## src/rtl/ctl3w_pkg.sv

```systemverilog
package ctl3w_pkg;

  typedef enum logic [2:0] {
    PH_IDLE,
    PH_START,
    PH_SETUP,
    PH_BLO,
    PH_BHI,
    PH_HOLD,
    PH_HALT
  } ph_e;

  function automatic int max_of5(input int a, input int b, input int c,
                                 input int d, input int e);
    int m;
    m = a;
    if (b > m) m = b;
    if (c > m) m = c;
    if (d > m) m = d;
    if (e > m) m = e;
    return m;
  endfunction

endpackage

```

## src/rtl/ctl3w_rstsync.sv

```systemverilog
module ctl3w_rstsync (
  input  logic clk,
  input  logic rst_n,
  output logic rst_sync_n
);
  logic [1:0] sync_q;

  always_ff @(posedge clk or negedge rst_n) begin
    if (!rst_n) sync_q <= 2'b00;
    else        sync_q <= {sync_q[0], 1'b1};
  end

  assign rst_sync_n = sync_q[1];
endmodule

```

## src/rtl/ctl3w_timer.sv

```systemverilog
module ctl3w_timer #(
  parameter int W = 4
) (
  input  logic         clk,
  input  logic         rst_n,
  input  logic         load,
  input  logic [W-1:0] load_val,
  output logic         zero
);
  logic [W-1:0] cnt_q;

  always_ff @(posedge clk or negedge rst_n) begin
    if (!rst_n)              cnt_q <= '0;
    else if (load)           cnt_q <= load_val;
    else if (cnt_q != '0)    cnt_q <= cnt_q - 1'b1;
  end

  assign zero = (cnt_q == '0);
endmodule

```

## src/rtl/ctl3w_rxcap.sv

```systemverilog
module ctl3w_rxcap #(
  parameter int NB = 2,
  parameter int BW = 8,
  localparam int SEL_W = (NB > 1) ? $clog2(NB) : 1,
  localparam int BIT_W = (BW > 1) ? $clog2(BW) : 1
) (
  input  logic             clk,
  input  logic             rst_n,
  input  logic             clr,
  input  logic             cap,
  input  logic [SEL_W-1:0] byte_sel,
  input  logic [BIT_W-1:0] bit_sel,
  input  logic             din,
  output logic [NB*BW-1:0] data
);
  for (genvar g = 0; g < NB; g++) begin : g_byte
    logic [BW-1:0] byte_q;
    always_ff @(posedge clk or negedge rst_n) begin
      if (!rst_n)                                       byte_q <= '0;
      else if (clr)                                     byte_q <= '0;
      else if (cap && (byte_sel == SEL_W'(g)))          byte_q[bit_sel] <= din;
    end
    assign data[g*BW +: BW] = byte_q;
  end
endmodule

```

## src/rtl/ctl3w_master.sv

```systemverilog
module ctl3w_master
  import ctl3w_pkg::*;
#(
  parameter int T_LOW   = 3,
  parameter int T_HIGH  = 2,
  parameter int T_SETUP = 2,
  parameter int T_HOLD  = 2,
  parameter int T_HALT  = 4,
  parameter int DEV_W   = 6,
  parameter int BANK_W  = 2,
  localparam int BW     = DEV_W + BANK_W,
  localparam int NB     = 2,
  localparam int TMAX   = max_of5(T_LOW, T_HIGH, T_SETUP, T_HOLD, T_HALT),
  localparam int CNT_W  = (TMAX > 1) ? $clog2(TMAX) : 1,
  localparam int BIT_W  = $clog2(BW)
) (
  input  logic              clk,
  input  logic              rst_n,
  input  logic              req_valid,
  input  logic [DEV_W-1:0]  req_dev,
  input  logic [BANK_W-1:0] req_bank,
  input  logic              req_ext,
  input  logic              req_rd,
  input  logic [BW-1:0]     req_wd0,
  input  logic [BW-1:0]     req_wd1,
  output logic              busy,
  output logic              done,
  output logic [NB*BW-1:0]  rd_data,
  output logic              bus_clk,
  output logic              bus_mode,
  output logic              bus_dat_o,
  output logic              bus_dat_oe,
  input  logic              bus_dat_i
);

  logic rst_sync_n;

  ph_e             ph_q, ph_d;
  logic [1:0]      byte_q, byte_d;
  logic [BIT_W-1:0] bit_q, bit_d;
  logic            dat_q, dat_d;
  logic            done_q, done_d;
  logic [BW-1:0]   addr_q, wd0_q, wd1_q;
  logic            ext_q, rd_q;

  logic            accept, drive, tmr_zero, tmr_load, cap_en;
  logic [CNT_W-1:0] tmr_val;
  logic [BW-1:0]   cur_byte;
  logic [1:0]      last_byte;
  logic [BIT_W-1:0] bit_nxt;

  ctl3w_rstsync u_rst (
    .clk        (clk),
    .rst_n      (rst_n),
    .rst_sync_n (rst_sync_n)
  );

  ctl3w_timer #(.W(CNT_W)) u_tmr (
    .clk      (clk),
    .rst_n    (rst_sync_n),
    .load     (tmr_load),
    .load_val (tmr_val),
    .zero     (tmr_zero)
  );

  ctl3w_rxcap #(.NB(NB), .BW(BW)) u_rx (
    .clk      (clk),
    .rst_n    (rst_sync_n),
    .clr      (accept),
    .cap      (cap_en),
    .byte_sel (1'(byte_q - 2'd1)),
    .bit_sel  (bit_q),
    .din      (bus_dat_i),
    .data     (rd_data)
  );

  assign accept    = req_valid && (ph_q == PH_IDLE);
  assign drive     = (byte_q == 2'd0) || !rd_q;
  assign last_byte = ext_q ? 2'd2 : 2'd1;
  assign bit_nxt   = bit_q + 1'b1;

  always_comb begin
    case (byte_q)
      2'd0:    cur_byte = addr_q;
      2'd1:    cur_byte = wd0_q;
      default: cur_byte = wd1_q;
    endcase
  end

  // next-state logic
  always_comb begin
    ph_d     = ph_q;
    byte_d   = byte_q;
    bit_d    = bit_q;
    dat_d    = dat_q;
    done_d   = 1'b0;
    tmr_load = 1'b0;
    tmr_val  = '0;
    cap_en   = 1'b0;
    case (ph_q)
      PH_IDLE: if (accept) begin
        ph_d     = PH_START;
        byte_d   = 2'd0;
        dat_d    = 1'b1;
        tmr_load = 1'b1;
      end
      PH_START: if (tmr_zero) begin
        ph_d     = PH_SETUP;
        tmr_load = 1'b1;
        tmr_val  = CNT_W'(T_SETUP - 1);
      end
      PH_SETUP: if (tmr_zero) begin
        ph_d     = PH_BLO;
        bit_d    = '0;
        tmr_load = 1'b1;
        tmr_val  = CNT_W'(T_LOW - 1);
        if (drive) dat_d = cur_byte[0];
      end
      PH_BLO: if (tmr_zero) begin
        ph_d     = PH_BHI;
        cap_en   = !drive;
        tmr_load = 1'b1;
        tmr_val  = CNT_W'(T_HIGH - 1);
      end
      PH_BHI: if (tmr_zero) begin
        tmr_load = 1'b1;
        if (bit_q == BIT_W'(BW - 1)) begin
          ph_d    = PH_HOLD;
          tmr_val = CNT_W'(T_HOLD - 1);
        end else begin
          ph_d    = PH_BLO;
          bit_d   = bit_nxt;
          tmr_val = CNT_W'(T_LOW - 1);
          if (drive) dat_d = cur_byte[bit_nxt];
        end
      end
      PH_HOLD: if (tmr_zero) begin
        if (byte_q == last_byte) begin
          ph_d   = PH_IDLE;
          done_d = 1'b1;
        end else begin
          byte_d   = byte_q + 2'd1;
          tmr_load = 1'b1;
          if (byte_q == 2'd1) begin
            ph_d    = PH_HALT;
            tmr_val = CNT_W'(T_HALT - 1);
          end else begin
            ph_d    = PH_SETUP;
            tmr_val = CNT_W'(T_SETUP - 1);
          end
        end
      end
      PH_HALT: if (tmr_zero) begin
        ph_d     = PH_SETUP;
        tmr_load = 1'b1;
        tmr_val  = CNT_W'(T_SETUP - 1);
      end
      default: ph_d = PH_IDLE;
    endcase
  end

  // state registers
  always_ff @(posedge clk or negedge rst_sync_n) begin
    if (!rst_sync_n) begin
      ph_q   <= PH_IDLE;
      byte_q <= 2'd0;
      bit_q  <= '0;
      dat_q  <= 1'b0;
      done_q <= 1'b0;
    end else begin
      ph_q   <= ph_d;
      byte_q <= byte_d;
      bit_q  <= bit_d;
      dat_q  <= dat_d;
      done_q <= done_d;
    end
  end

  // request capture, enabled on acceptance
  always_ff @(posedge clk or negedge rst_sync_n) begin
    if (!rst_sync_n) begin
      addr_q <= '0;
      wd0_q  <= '0;
      wd1_q  <= '0;
      ext_q  <= 1'b0;
      rd_q   <= 1'b0;
    end else if (accept) begin
      addr_q <= {req_dev, req_bank};
      wd0_q  <= req_wd0;
      wd1_q  <= req_wd1;
      ext_q  <= req_ext;
      rd_q   <= req_rd;
    end
  end

  // line decode
  always_comb begin
    bus_clk    = 1'b0;
    bus_mode   = 1'b0;
    bus_dat_oe = 1'b0;
    case (ph_q)
      PH_IDLE:  ;
      PH_START: begin bus_clk = 1'b1; bus_mode = 1'b1; bus_dat_oe = 1'b1; end
      PH_SETUP: begin bus_clk = (byte_q != 2'd0); bus_mode = (byte_q != 2'd0); bus_dat_oe = drive; end
      PH_BLO,
      PH_HALT:  begin bus_clk = 1'b0; bus_mode = (byte_q != 2'd0); bus_dat_oe = drive; end
      default:  begin bus_clk = 1'b1; bus_mode = (byte_q != 2'd0); bus_dat_oe = drive; end
    endcase
  end

  assign bus_dat_o = bus_dat_oe & dat_q;
  assign busy      = (ph_q != PH_IDLE);
  assign done      = done_q;

endmodule

```

## config.mk

```make
export PLATFORM = sky130hd
export DESIGN_NAME = ctl3w_master
export DESIGN_NICKNAME = d
export VERILOG_FILES = /design/src/rtl/ctl3w_pkg.sv /design/src/rtl/ctl3w_rstsync.sv /design/src/rtl/ctl3w_timer.sv /design/src/rtl/ctl3w_rxcap.sv /design/src/rtl/ctl3w_master.sv
export SDC_FILE = /design/constraint.sdc
export NUM_CORES = 1
export LEC_CHECK = 0
export ABC_AREA = 0
export BUFFER_PORTS_ARGS = -buffer_cell sky130_fd_sc_hd__buf_2
export CAP_MARGIN = 20
export CORE_UTILIZATION = 39
export DETAILED_ROUTE_END_ITERATION = 8
export PLACE_DENSITY_LB_ADDON = 0.3
export SLEW_MARGIN = 0
export SYNTH_ARGS = -nofsm -noshare
export SYNTH_HDL_FRONTEND = slang
export SYNTH_HIERARCHICAL = 1
export SYNTH_SLANG_ARGS = --single-unit
```

## constraint.sdc

```tcl
create_clock -name clk -period 2.3 [get_ports clk]
set_input_delay 0.46 -clock clk [delete_from_list [all_inputs] [get_ports clk]]
set_output_delay 0.46 -clock clk [all_outputs]
set_load 0.01 [all_outputs]
```

==> results.txt, run 1 <==
Setup total negative slack on the finished layout was measured at 0 ns. Of all cell types, the one taking the most synthesized area is dfrtp_1. Footprint of the multi-input gates: 1520 µm². After legalization and detailed placement, the total HPWL measured 4750 µm. Dividing the detail-routed via count by the number of cells gives 5.23. The deepest level of the CTS H-tree is 2, and the total clock sinks is 56.

The pre-antenna-repair detailed-routing pass consisted of 4 iterations. The tools report the met2 track demand over resource in global routing as 0.278. Summing all flip-flop and latch instances after layout gives 1400 µm². The layout has 724 filler cells. The path class of the tightest hold or removal check is register to asynchronous set/reset pin. Across all layers, the routed design uses 2316 vias. The die extent in y works out to 90.7 µm.

The measured slew at the worst slew-check pin came out at 0.623 ns. In this run the critical register-to-register path is launched from bit_q[1]$_DFFE_PN0P_. The layout cell share with drive strength beyond 1 was 0.279. The yosys synthesis warning count was 6. The number of pins exceeding their max-slew limit in the final report is 0. The tools report the weighted congestion reported at the end of routability-driven placement as 0.843. After floorplanning, the core was divided into 31 placement rows. STA classifies the critical path startpoint as a register. At the later pin of the worst-skew pair, clock insertion delay measures 0.30 ns. Setup repair after global routing left no endpoint under its margin. The clock power share is 0.308, and the share of total power in combinational logic is 0.074. The width of the die is 90.7 µm.

The most common flop cell mapped by yosys was dfrtp_1. Area share of the largest cell type after synthesis: 0.457. The synthesized netlist occupies a cell area of 3070 µm². The mean instance size in the synthesized netlist came out at 10.6 µm². Clock-pin slew was measured on the worst setup and hold paths at 0.10 ns. Counting every instance in the synthesized netlist gives 289. Input and output buffers added on the ports amount to 51. The tools report the global routing usage summed across all routing layers as 0.170. For the effective utilization at floorplan, the log shows 0.414. Cell internal power was estimated by the tool at 1310 µW. Subtracting the final worst setup slack from the clock period gives 2.15 ns.

Startpoint-to-endpoint class of the critical path: register to output pin. Summed over all layers, the routed wires come to 6390 µm. For the die area, the log shows 8230 µm². In the post-route analysis, the smallest setup slack over all paths is 0.150 ns. 0 antenna diodes ended up in the layout. The final worst-path cycle share came out at 0.935.

The root buffer cell chosen for the clock tree is clkbuf_8. TritonCTS created 5 clock buffers. Max-cap violations in this run came to 0.

The worst-case headroom to the max-slew limit was 0.585; the I/O pin total was 52. The top achievable clock speed is 465 MHz. The sequential group share of total power was 0.619. Buffers added to address setup during post-CTS repair amount to 0.

TritonCTS built the clock tree. The sort of element at the end of the critical path was an output pin. The flow ran to the end, and the final reports show no timing, DRC or antenna violations. Met1 usage: 0.225. For this run, design rule violations remaining after detail routing come to 0. Between clock sinks in the finished design, the worst skew comes to 0.00654 ns.

The fraction of power spent switching nets was 0.236; the worst-case register-to-register setup slack was 0.32 ns. The DRC marker count from the first detailed-route iteration was 124. The finished cells cover 3550 µm². In this run the worst path has a maximum fanout of 8. After detailed routing, the average wire length per cell comes to 14.4 µm. The layer flagged by global routing as most heavily used is met2.

The analysis attributes to cell leakage a power of 0.00171 µW. The overall overflow remaining after global route came out at 0. For this run, the post-layout net count is 379. The logs give 0.457 for the sequential fraction of the synthesis area and 1.84 ns for the data required time at the worst endpoint. The worst setup slack after placement is 0.196 ns. Leaving out fill and tap cells, the most frequent cells in the layout are 55 x dfrtp_1, 51 x buf_2, 37 x nand2_1. The register bit count reported by yosys is 56, and the fraction of met3 tracks used by global routing is 0.0379. The async set or reset register ratio after synthesis works out to 1.00. The number of endpoints failing setup at the final stage is 0, and the worst ir drop on vdd is 0.332 mV. The logs give 3440 µm² for the post-detailed-placement cell area and 11300 µm for the global-route wire length before repair. The initial antenna violation count is 0, and the worst hold margin is 0.294 ns.

No sink is reached through more buffers than the 2 on the longest clock path. Counting flops with a built-in enable in the synthesized netlist gives 0. Largest net degree at the start of global routing: 34.

Data arrives at the worst endpoint at 1.69 ns. The library cell used most frequently in the layout, excluding fill and tap cells, is dfrtp_1. Ranked by total cell area, the synthesized netlist is headed by dfrtp_1 46%, mux2i_1 5.5%, mux2_1 5.5%. The number of global-route vias before repair was 2423; the depth of the worst register-to-register path was 6.

The tools report the number of nets in the synthesized netlist as 324. Counting distinct cell types in the post-synthesis netlist gives 66. For the placeable core area, the log shows 7410 µm². The area growth from synthesis to final layout is 15.6%, and the net switching component of the power is 404 µW. The number of endpoints with negative hold slack in the final report is 0.

Once detail routing completed, the nets flagged for antenna violations numbered 0. Reg-to-reg endpoint: dat_q$_DFFE_PN0P_. For this design the ratio of total power to cell area is 483 nW/µm².
state kept, by name, indices dropped and copies added, names as in the netlist:
signal / cells
rd_q: 1
ext_q: 1
u_tmr/cnt_q: 2
done: 1
bit_q: 3
byte_q: 2
dat_q: 1
wd1_q: 8
u_rx/g_byte.byte_q: 16
u_rst/sync_q: 2
ph_q: 3
addr_q: 8
wd0_q: 8
per-stage QoR:
stage	instances	utilization	power, µW
after floorplan	289	-	1140
after global placement	435	0.465	1200
after detailed placement	435	0.465	1210
after CTS	443	0.477	1750
after global routing	443	0.479	1810
final	443	0.479	1710
per-layer routing:
metal	routed length, µm	part of all wire	vias to the layer above
met3	288	0.045	6
li1	-	-	1129
met1	3090	0.48	1120
met4	64	0.010	0
met2	2950	0.46	61
met5	0	0	-
worst max-delay path by stage:
stage / start / endpoint / slack, ns
2_1_floorplan: byte_q[0]$_DFFE_PN0P_ / u_rx/g_byte[0].byte_q[7]$_DFFE_PN0P_ / 0.27
6_report: byte_q[0]$_DFFE_PN0P_ / bus_dat_o / 0.15
5_1_grt: byte_q[0]$_DFFE_PN0P_ / bus_dat_o / 0.002
3_3_place_gp: byte_q[0]$_DFFE_PN0P_ / dat_q$_DFFE_PN0P_ / 0.29
4_1_cts: byte_q[0]$_DFFE_PN0P_ / bus_dat_o / 0.06
3_5_place_dp: byte_q[0]$_DFFE_PN0P_ / dat_q$_DFFE_PN0P_ / 0.20
area by class of cell:
type | instances | share of cell area
clock inverters | 1 | 0.00247
clock buffers | 6 | 0.0205
inverters | 13 | 0.0145
multi-input cells | 204 | 0.428
flip-flops and latches | 56 | 0.396
well taps | 99 | 0.0349
repair buffers | 64 | 0.104
cell usage after synthesis, types with 2 or more instances:
cell type  count
a211o_1        2
a21boi_0       2
a21oi_1        8
a221o_1        2
a31oi_1        4
a41oi_1        2
and2_1         3
and2b_2        2
and3_1         2
and3b_1        3
buf_2          6
buf_6          5
clkbuf_1       3
dfrtp_1       56
ha_1           5
inv_1         12
mux2_1        15
mux2_2         9
mux2i_1       17
nand2_1       37
nand2b_1      17
nand3_1        4
nand3b_1       2
nand4_1        5
nor2_1         6
nor2b_1        4
nor3b_1        2
o2111ai_1      3
o21ai_0       10
o22ai_1        2
or2_2          2
or3b_2         3
worst max-delay path: stages, from the launching register on:
cell and delay, ns:
dfrtp_1 0.43, inv_1 0.19, ha_4 0.22, nor2b_1 0.08, a21oi_1 0.19, and2_1 0.15
buf_2 0.12
logic make-up after synthesis:
| logic type | after synthesis | share of synthesized area |
|---|---|---|
| AO/OA/AOI/OAI | 48 | 0.114 |
| XOR/XNOR | 2 | 0.00571 |
| adder cells (fa/ha/maj) | 5 | 0.0204 |
| buffers and inverters | 29 | 0.0522 |
| flip-flops | 56 | 0.457 |
| multiplexers | 41 | 0.144 |
| other | 1 | 0.00122 |
| AND/OR/NAND/NOR | 107 | 0.206 |
power by group through the flow:
stage | combinational (µW) | sequential [µW] | clock [µW]
detailed placement | 128 | 1080 | 0
floorplan | 54.1 | 1090 | 0
finish | 126 | 1060 | 527
global placement | 123 | 1080 | 0
CTS | 130 | 1060 | 555
global route | 143 | 1070 | 602
timing repair:
action	4_1_cts	5_1_grt
resized for setup	1	1
endpoints found under the setup margin	1	1
hold endpoints to repair	2	0
hold buffers	1	0
Note: power is estimated with default switching activity, not from simulation.
==> run 2, diff against run 1 <==
==> constraint.sdc (replaced) <==
create_clock -name clk -period 2 [get_ports clk]
set_input_delay 0.4 -clock clk [delete_from_list [all_inputs] [get_ports clk]]
set_output_delay 0.4 -clock clk [all_outputs]
set_load 0.01 [all_outputs]
==> results.txt, run 2 (synthesized netlist as in run 1, its figures left out) <==
The source-to-sink clock delay at the later pin of the worst-skew pair is 0.31 ns (about the same). The number of flip-flops in the largest register came out at 16 (unchanged). The mean number of vias per cell is 5.16 (-1.3%), and the number of antenna-violating nets in the routed design is 0 (unchanged).

The logs give 2110 µW (+23%) for the overall power after layout and 33 (-2.9%) for the largest net degree at the start of global routing. The die extent in y is 90.7 µm (unchanged). The worst ir drop on vdd was 0.407 mV (+23%); the number of pins exceeding their max-slew limit in the final report was 0 (unchanged). The measured slew at the worst slew-check pin is 0.514 ns (-0.109 ns).

The data required time at the worst endpoint came out at 2.20 ns (+0.36 ns). The final period demand of the worst path works out to 1.94 ns. The DRC marker count from the first detailed-route iteration came out at 110 (-11%).

For the number of endpoints with negative hold slack in the final report, the log shows 0 (unchanged). The library cells used most frequently in the layout, excluding fill and tap cells, are 52 x dfrtp_1, 51 x buf_2, 37 x nand2_1. The final worst-path cycle share is 0.969. Clock root buffer: clkbuf_8. The run gives 2 (unchanged) as the deepest level of the CTS H-tree. The maximum fanout count along the critical path came out at 5 (-3). The run gives 690 (-4.7%) as the final-layout fill cell count. Leaving out fill and tap cells, the most frequent cell in the layout is dfrtp_1.

The logs give 0.657 (+0.0727) for the worst-case headroom to the max-slew limit and 0 (unchanged) for the number of endpoints failing setup at the final stage. The run gives 7410 µm² (unchanged) as the placeable core area. The flow ran to the end, and the final reports show no timing, DRC or antenna violations.

The global routing usage summed across all routing layers came out at 0.161 (-0.00911). The standard-cell row count was 31 (unchanged); the antenna diode count was 0 (unchanged). The width of the die came out at 90.7 µm (unchanged). The initial antenna violation count came out at 0 (unchanged). Sort of element at the end of the critical path: a register.

The tools report the weighted congestion reported at the end of routability-driven placement as 0.858 (+1.8%). The run gives 5 (unchanged) as the TritonCTS buffer count. The detailed-route wire length per cell works out to 14.0 µm (-3.0%). Final net count: 388 (+2.4%). The worst setup slack after placement is 0.0821 ns (-0.114 ns), and the maximum number of buffers from clock root to sink is 2 (unchanged). The startpoint type of the worst setup path was a register. The reported max-cap violation count is 0 (unchanged), and the power per cell area is 569 nW/µm² (+18%). The clock skew is 0.0116 ns (+0.00501 ns). For the cell area after layout, the log shows 3710 µm² (+4.5%). The smallest setup slack after layout came out at 0.0621 ns (-0.0883 ns). The I/O pin total was 52 (unchanged); the layout cell share with drive strength beyond 1 was 0.339 (+0.0599). Timing would allow up to 516 MHz. The path class of the tightest hold or removal check is register to asynchronous set/reset pin.

The die area is 8230 µm² (unchanged), and the final wirelength is 6340 µm (-0.86%). Compared with the post-synthesis result, the final layout area differs by 20.8%. The tools report the leakage component of the power as 0.00176 µW (+2.8%). The number of DRC violations after detailed routing came out at 0 (unchanged). Ranked by flip-flop count, first place goes to u_rx/g_byte.byte_q. The arrival time of data at the critical path endpoint was 2.14 ns (+0.45 ns); the count of buffers from port buffering was 51 (unchanged). The logs give 0.414 (unchanged) for the effective utilization at floorplan and 2293 (-5.4%) for the number of global-route vias before repair. For the half-perimeter wire length after detailed placement, the log shows 4580 µm (-3.5%). The tools report the post-detailed-placement cell area as 3510 µm² (+2.1%). TritonCTS built the clock tree. The clock slew at the register clock pins of the worst setup and hold paths came out at 0.10 ns (about the same).

The global-route wire length before repair was 10700 µm (-5.4%); the total clock sinks was 56 (unchanged). Total number of vias: 2338 (+0.95%). For the overall overflow remaining after global route, the log shows 0 (unchanged).

The detailed-router iteration count before antenna repair came out at 4 (unchanged). The critical path in this run is classified as register to register.
## run 2: layer usage
metal / wire length [µm] / GRT usage
met3: 228 / 0.0354
met5: 0 / 0
met2: 3010 / 0.254
met4: 90 / 0.0457
met1: 3010 / 0.221
## run 2: area by class of cell
cell class / instances / area (µm²) / share of cell area
inverters: 13 / 51.3 / 0.0138
flip-flops and latches: 56 / 1410 / 0.379
clock buffers: 5 / 68.8 / 0.0186
clock inverters: 3 / 42.5 / 0.0115
well taps: 99 / 124 / 0.0334
repair buffers: 73 / 448 / 0.121
multi-input cells: 204 / 1570 / 0.422
## run 2: worst max-delay path, stage by stage, from the launching register on
cell and delay [ns]:
dfrtp_1 0.39, buf_4 0.13, or3b_2 0.49, nand4_1 0.18, a21oi_2 0.11, a31o_2 0.25, o31a_1 0.29
## run 2: power breakdown
part,internal (µW),switching [µW],leakage [µW],total (µW)
Sequential,1180,35.4,0.000716,1220
Clock,371,375,0.0000541,746
Combinational,77.3,69.2,0.000990,146
Total,1630,480,0.00176,2110
## run 2: metrics by stage
| stage | std cells | setup TNS, ns | hold slack [ns] | util |
|---|---|---|---|---|
| 6_report | 453 | 0 | 0.245 | 0.500 |
| 5_1_grt | 453 | -0.00428 | 0.283 | 0.500 |
| 2_1_floorplan | 289 | 0 | 0.104 | - |
| 4_1_cts | 452 | 0 | 0.270 | 0.493 |
| 3_3_place_gp | 442 | 0 | 0.185 | 0.474 |
| 3_5_place_dp | 442 | 0 | 0.186 | 0.474 |
## run 2: timing repair
| action | 4_1_cts | 5_1_grt |
|---|---|---|
| gates resized for setup | 2 | 13 |
| pin swaps | 1 | 1 |
| endpoints found under the setup margin | 3 | 13 |
| setup buffers | 1 | 1 |
| hold buffers | 1 | 0 |
| hold endpoints to repair | 2 | 0 |
## run 2: worst paths after layout
kind / end / startpoint / slack, ns / cells after the start
min in group clk: wd1_q[7]$_DFFE_PN0P_ / req_wd1[7] / 0.29 / 3
hold reg to reg: addr_q[7]$_DFFE_PN0P_ / u_rst/sync_q[1]$_DFF_PN0_ / 0.25 / 0
hold / removal: addr_q[7]$_DFFE_PN0P_ / u_rst/sync_q[1]$_DFF_PN0_ / 0.25 / 0
max in group asynchronous: u_tmr/cnt_q[1]$_DFFE_PN0P_ / u_rst/sync_q[1]$_DFF_PN0_ / 1.20 / 1
setup / recovery: u_tmr/cnt_q[1]$_DFFE_PN0P_ / byte_q[0]$_DFFE_PN0P_ / 0.06 / 6
setup reg to reg: u_tmr/cnt_q[1]$_DFFE_PN0P_ / byte_q[0]$_DFFE_PN0P_ / 0.06 / 6
==> run 3, diff against run 2 <==
--- a/config.mk
+++ b/config.mk
@@ -8,11 +8,12 @@
 export ABC_AREA = 0
 export BUFFER_PORTS_ARGS = -buffer_cell sky130_fd_sc_hd__buf_2
 export CAP_MARGIN = 20
-export CORE_UTILIZATION = 39
+export CORE_UTILIZATION = 56
 export DETAILED_ROUTE_END_ITERATION = 8
-export PLACE_DENSITY_LB_ADDON = 0.3
+export PLACE_DENSITY = 0.86
 export SLEW_MARGIN = 0
 export SYNTH_ARGS = -nofsm -noshare
 export SYNTH_HDL_FRONTEND = slang
 export SYNTH_HIERARCHICAL = 1
 export SYNTH_SLANG_ARGS = --single-unit
+export TNS_END_PERCENT = 20
==> results.txt, run 3 (synthesized netlist as in run 1, its figures left out) <==
The depth of the worst register-to-register path is 6 (unchanged), and the overall overflow remaining after global route is 0 (unchanged). The run gives 0.878 (+2.3%) as the weighted congestion reported at the end of routability-driven placement. The clock slew at the register clock pins of the worst setup and hold paths is 0.10 ns (about the same). The tools report the global-route wire length before repair as 10600 µm (-1.2%). Type of the tightest min-delay check: register to asynchronous set/reset pin. The maximum fanout count along the critical path is 9 (+4), and the final cell count without fillers is 422 (-6.8%).

The I/O pin total is 52 (unchanged). The critical path starts at ph_q[1]$_DFFE_PN0P_. The total clock sinks was 56 (unchanged). STA classifies the critical path endpoint as an output pin. The tools report the clock power share as 0.321 (-0.033). The run finished with clean final reports. Instance count after placement with tap cells included: 412 (-6.8%). The startpoint-to-endpoint class of the critical path is register to output pin. Leading cell type in the layout, fill and taps excluded: dfrtp_1. The design internal power is 1540 µW (-5.5%), and the data required time at the worst endpoint is 1.60 ns (-0.60 ns).

The die extent in y is 76.0 µm (-16%). Ranked by flip-flop count, first place goes to u_rx/g_byte.byte_q. The final worst-path cycle share was 0.970 (about the same). Initial antenna violation count: 0 (unchanged).

The highest-delay cell along the critical path was dfrtp_2. The root buffer cell chosen for the clock tree is clkbuf_8. The measured slew at the worst slew-check pin came out at 0.511 ns (-0.00330 ns).

The tools report the half-perimeter wire length after detailed placement as 4360 µm (-4.9%). In the layout the commonest cells are 53 x dfrtp_1, 51 x buf_2, 37 x nand2_1. The run gives 26 (-16%) as the standard-cell row count.

For the top achievable clock speed, the log shows 516 MHz (about the same). The critical path depth was 5 (-1). TritonCTS built the clock tree.

Number of antenna-violating nets in the routed design: 0 (unchanged). The layout cell share with drive strength beyond 1 works out to 0.313 (-0.0265). The die area came out at 5780 µm² (-30%). For the final-layout fill cell count, the log shows 413 (-40%).

The cell family contributing the most delay on the critical path is simple AND/OR/NAND/NOR gates. The reported max-cap violation count was 0 (unchanged); the leakage component of the power was 0.00175 µW (-0.55%). The area taken by flip-flops and latches is 1410 µm² (about the same). The signal on the critical path passes through or2_4 > nor2_8 > a21oi_1 > and2_1 > buf_2.

The source-to-sink clock delay at the later pin of the worst-skew pair is 0.30 ns (about the same), and the antenna diode count is 0 (unchanged). The DRC marker count from the first detailed-route iteration is 116 (+5.5%), and the worst ir drop on vdd is 0.361 mV (-11%). The count of buffers from port buffering was 51 (unchanged); the number of endpoints with negative hold slack in the final report was 0 (unchanged). STA classifies the critical path startpoint as a register. The final core utilization came out at 0.691 (+0.191). The area growth from synthesis to final layout works out to 17.3%.

For the deepest level of the CTS H-tree, the log shows 2 (unchanged). Setup repair after global routing could not meet its margin everywhere. Mean number of vias per cell: 5.53 (+7.2%).

The global routing usage summed across all routing layers came out at 0.224 (+0.0628). The effective utilization at floorplan is 0.589 (+0.175). Number of DRC violations after detailed routing: 0 (unchanged).

The final period demand of the worst path came out at 1.94 ns (+0.00193 ns). The number of flip-flops in the largest register was 16 (unchanged); the clock skew was 0.00278 ns (-0.00877 ns). The logs give 0.660 (+0.00220) for the worst-case headroom to the max-slew limit and 0 (unchanged) for the number of endpoints failing setup at the final stage. The detailed-router iteration count before antenna repair was 4 (unchanged). The tools report the overall power after layout as 2010 µW (-4.9%). Width of the die: 76.0 µm (-16%). The worst flop-to-flop path startpoint is byte_q[0]$_DFFE_PN0P_. The logs give 5 (unchanged) for the TritonCTS buffer count and 5960 µm (-5.9%) for the final wirelength. The worst stage delay on the critical path works out to 0.47 ns (-0.02 ns). The arrival time of data at the critical path endpoint came out at 1.54 ns (-0.60 ns).

The fraction of power spent switching nets is 0.232 (+0.00478), and the power per cell area is 558 nW/µm² (-2.0%). The detailed-route wire length per cell came out at 14.1 µm (+1.0%). The largest net degree at the start of global routing is 47 (+42%), and the placeable core area is 5200 µm² (-30%). The worst hold margin is 0.243 ns (-0.00231 ns), and the number of buffer and inverter instances along the worst setup path is 1 (unchanged). Footprint of the multi-input gates: 1530 µm² (-2.4%).

The final net count was 386 (-0.52%); the maximum number of buffers from clock root to sink was 2 (unchanged). The logs give 0.607 (+0.030) for the sequential group share of total power and 0 (unchanged) for the number of pins exceeding their max-slew limit in the final report. The number of global-route vias before repair is 2414 (+5.3%), and the net switching component of the power is 466 µW (-2.9%). The share of total power in combinational logic came out at 0.073 (+0.004). The total number of vias is 2334 (-0.17%).
==> run 3: worst reg2reg max path, delay by kind of cell, from the launching register on <==
family	cells	cell delay [ns]
flops	1	0.40
simple gates	2	0.66
buf+inv	1	0.14
compound gates	3	0.64
==> run 3: metal layers <==
layer  global-route usage  wire length [µm]  vias up  share of wire
met1                0.285              2650     1113           0.44
li1                     -                 -     1148              -
met4               0.0635                59        0         0.0099
met3               0.0419               217        9          0.036
met5                    0                 0        -              0
met2                0.391              3040       64           0.51
==> run 3: cell type report <==
cell class              count  area share
flip-flops and latches     56       0.390
clock buffers               7      0.0240
multi-input cells         204       0.425
well taps                  70      0.0243
inverters                  13      0.0143
clock inverters             1     0.00209
repair buffers             71       0.120
==> run 3: power by group through the flow <==
stage	combinational (µW)	sequential, µW	clock, µW
final	146	1220	644
after global routing	165	1230	702
after CTS	149	1220	658
after detailed placement	147	1240	0
after global placement	142	1240	0
after floorplan	62.4	1250	0
==> run 3: path summary, 6_finish.rpt <==
check | slack [ns] | to
max | 0.06 | bus_dat_o
min | 0.24 | addr_q[3]$_DFFE_PN0P_
max reg2reg | 0.06 | u_tmr/cnt_q[1]$_DFFE_PN0P_
min reg2reg | 0.24 | addr_q[3]$_DFFE_PN0P_
max in group asynchronous | 1.21 | ph_q[2]$_DFFE_PN0P_
min in group clk | 0.30 | rd_q$_DFFE_PN0P_
==> run 3: repair_timing <==
action / 4_1_cts / 5_1_grt
pin swaps: 0 / 1
hold buffers: 1 / 0
cloned: 0 / 0
setup endpoints to repair: 3 / 4
setup buffers: 1 / 0
gates resized for setup: 3 / 4
endpoints found under the hold margin: 2 / 0
==> run 3: through the flow <==
stage               setup TNS (ns)  worst slack [ns]  cell area, µm²
global placement                 0             0.131            3470
finish                           0            0.0602            3600
floorplan                        0            0.0598            3070
detailed placement               0            0.0323            3470
global route               -0.0902           -0.0535            3600
CTS                              0            0.0209            3600
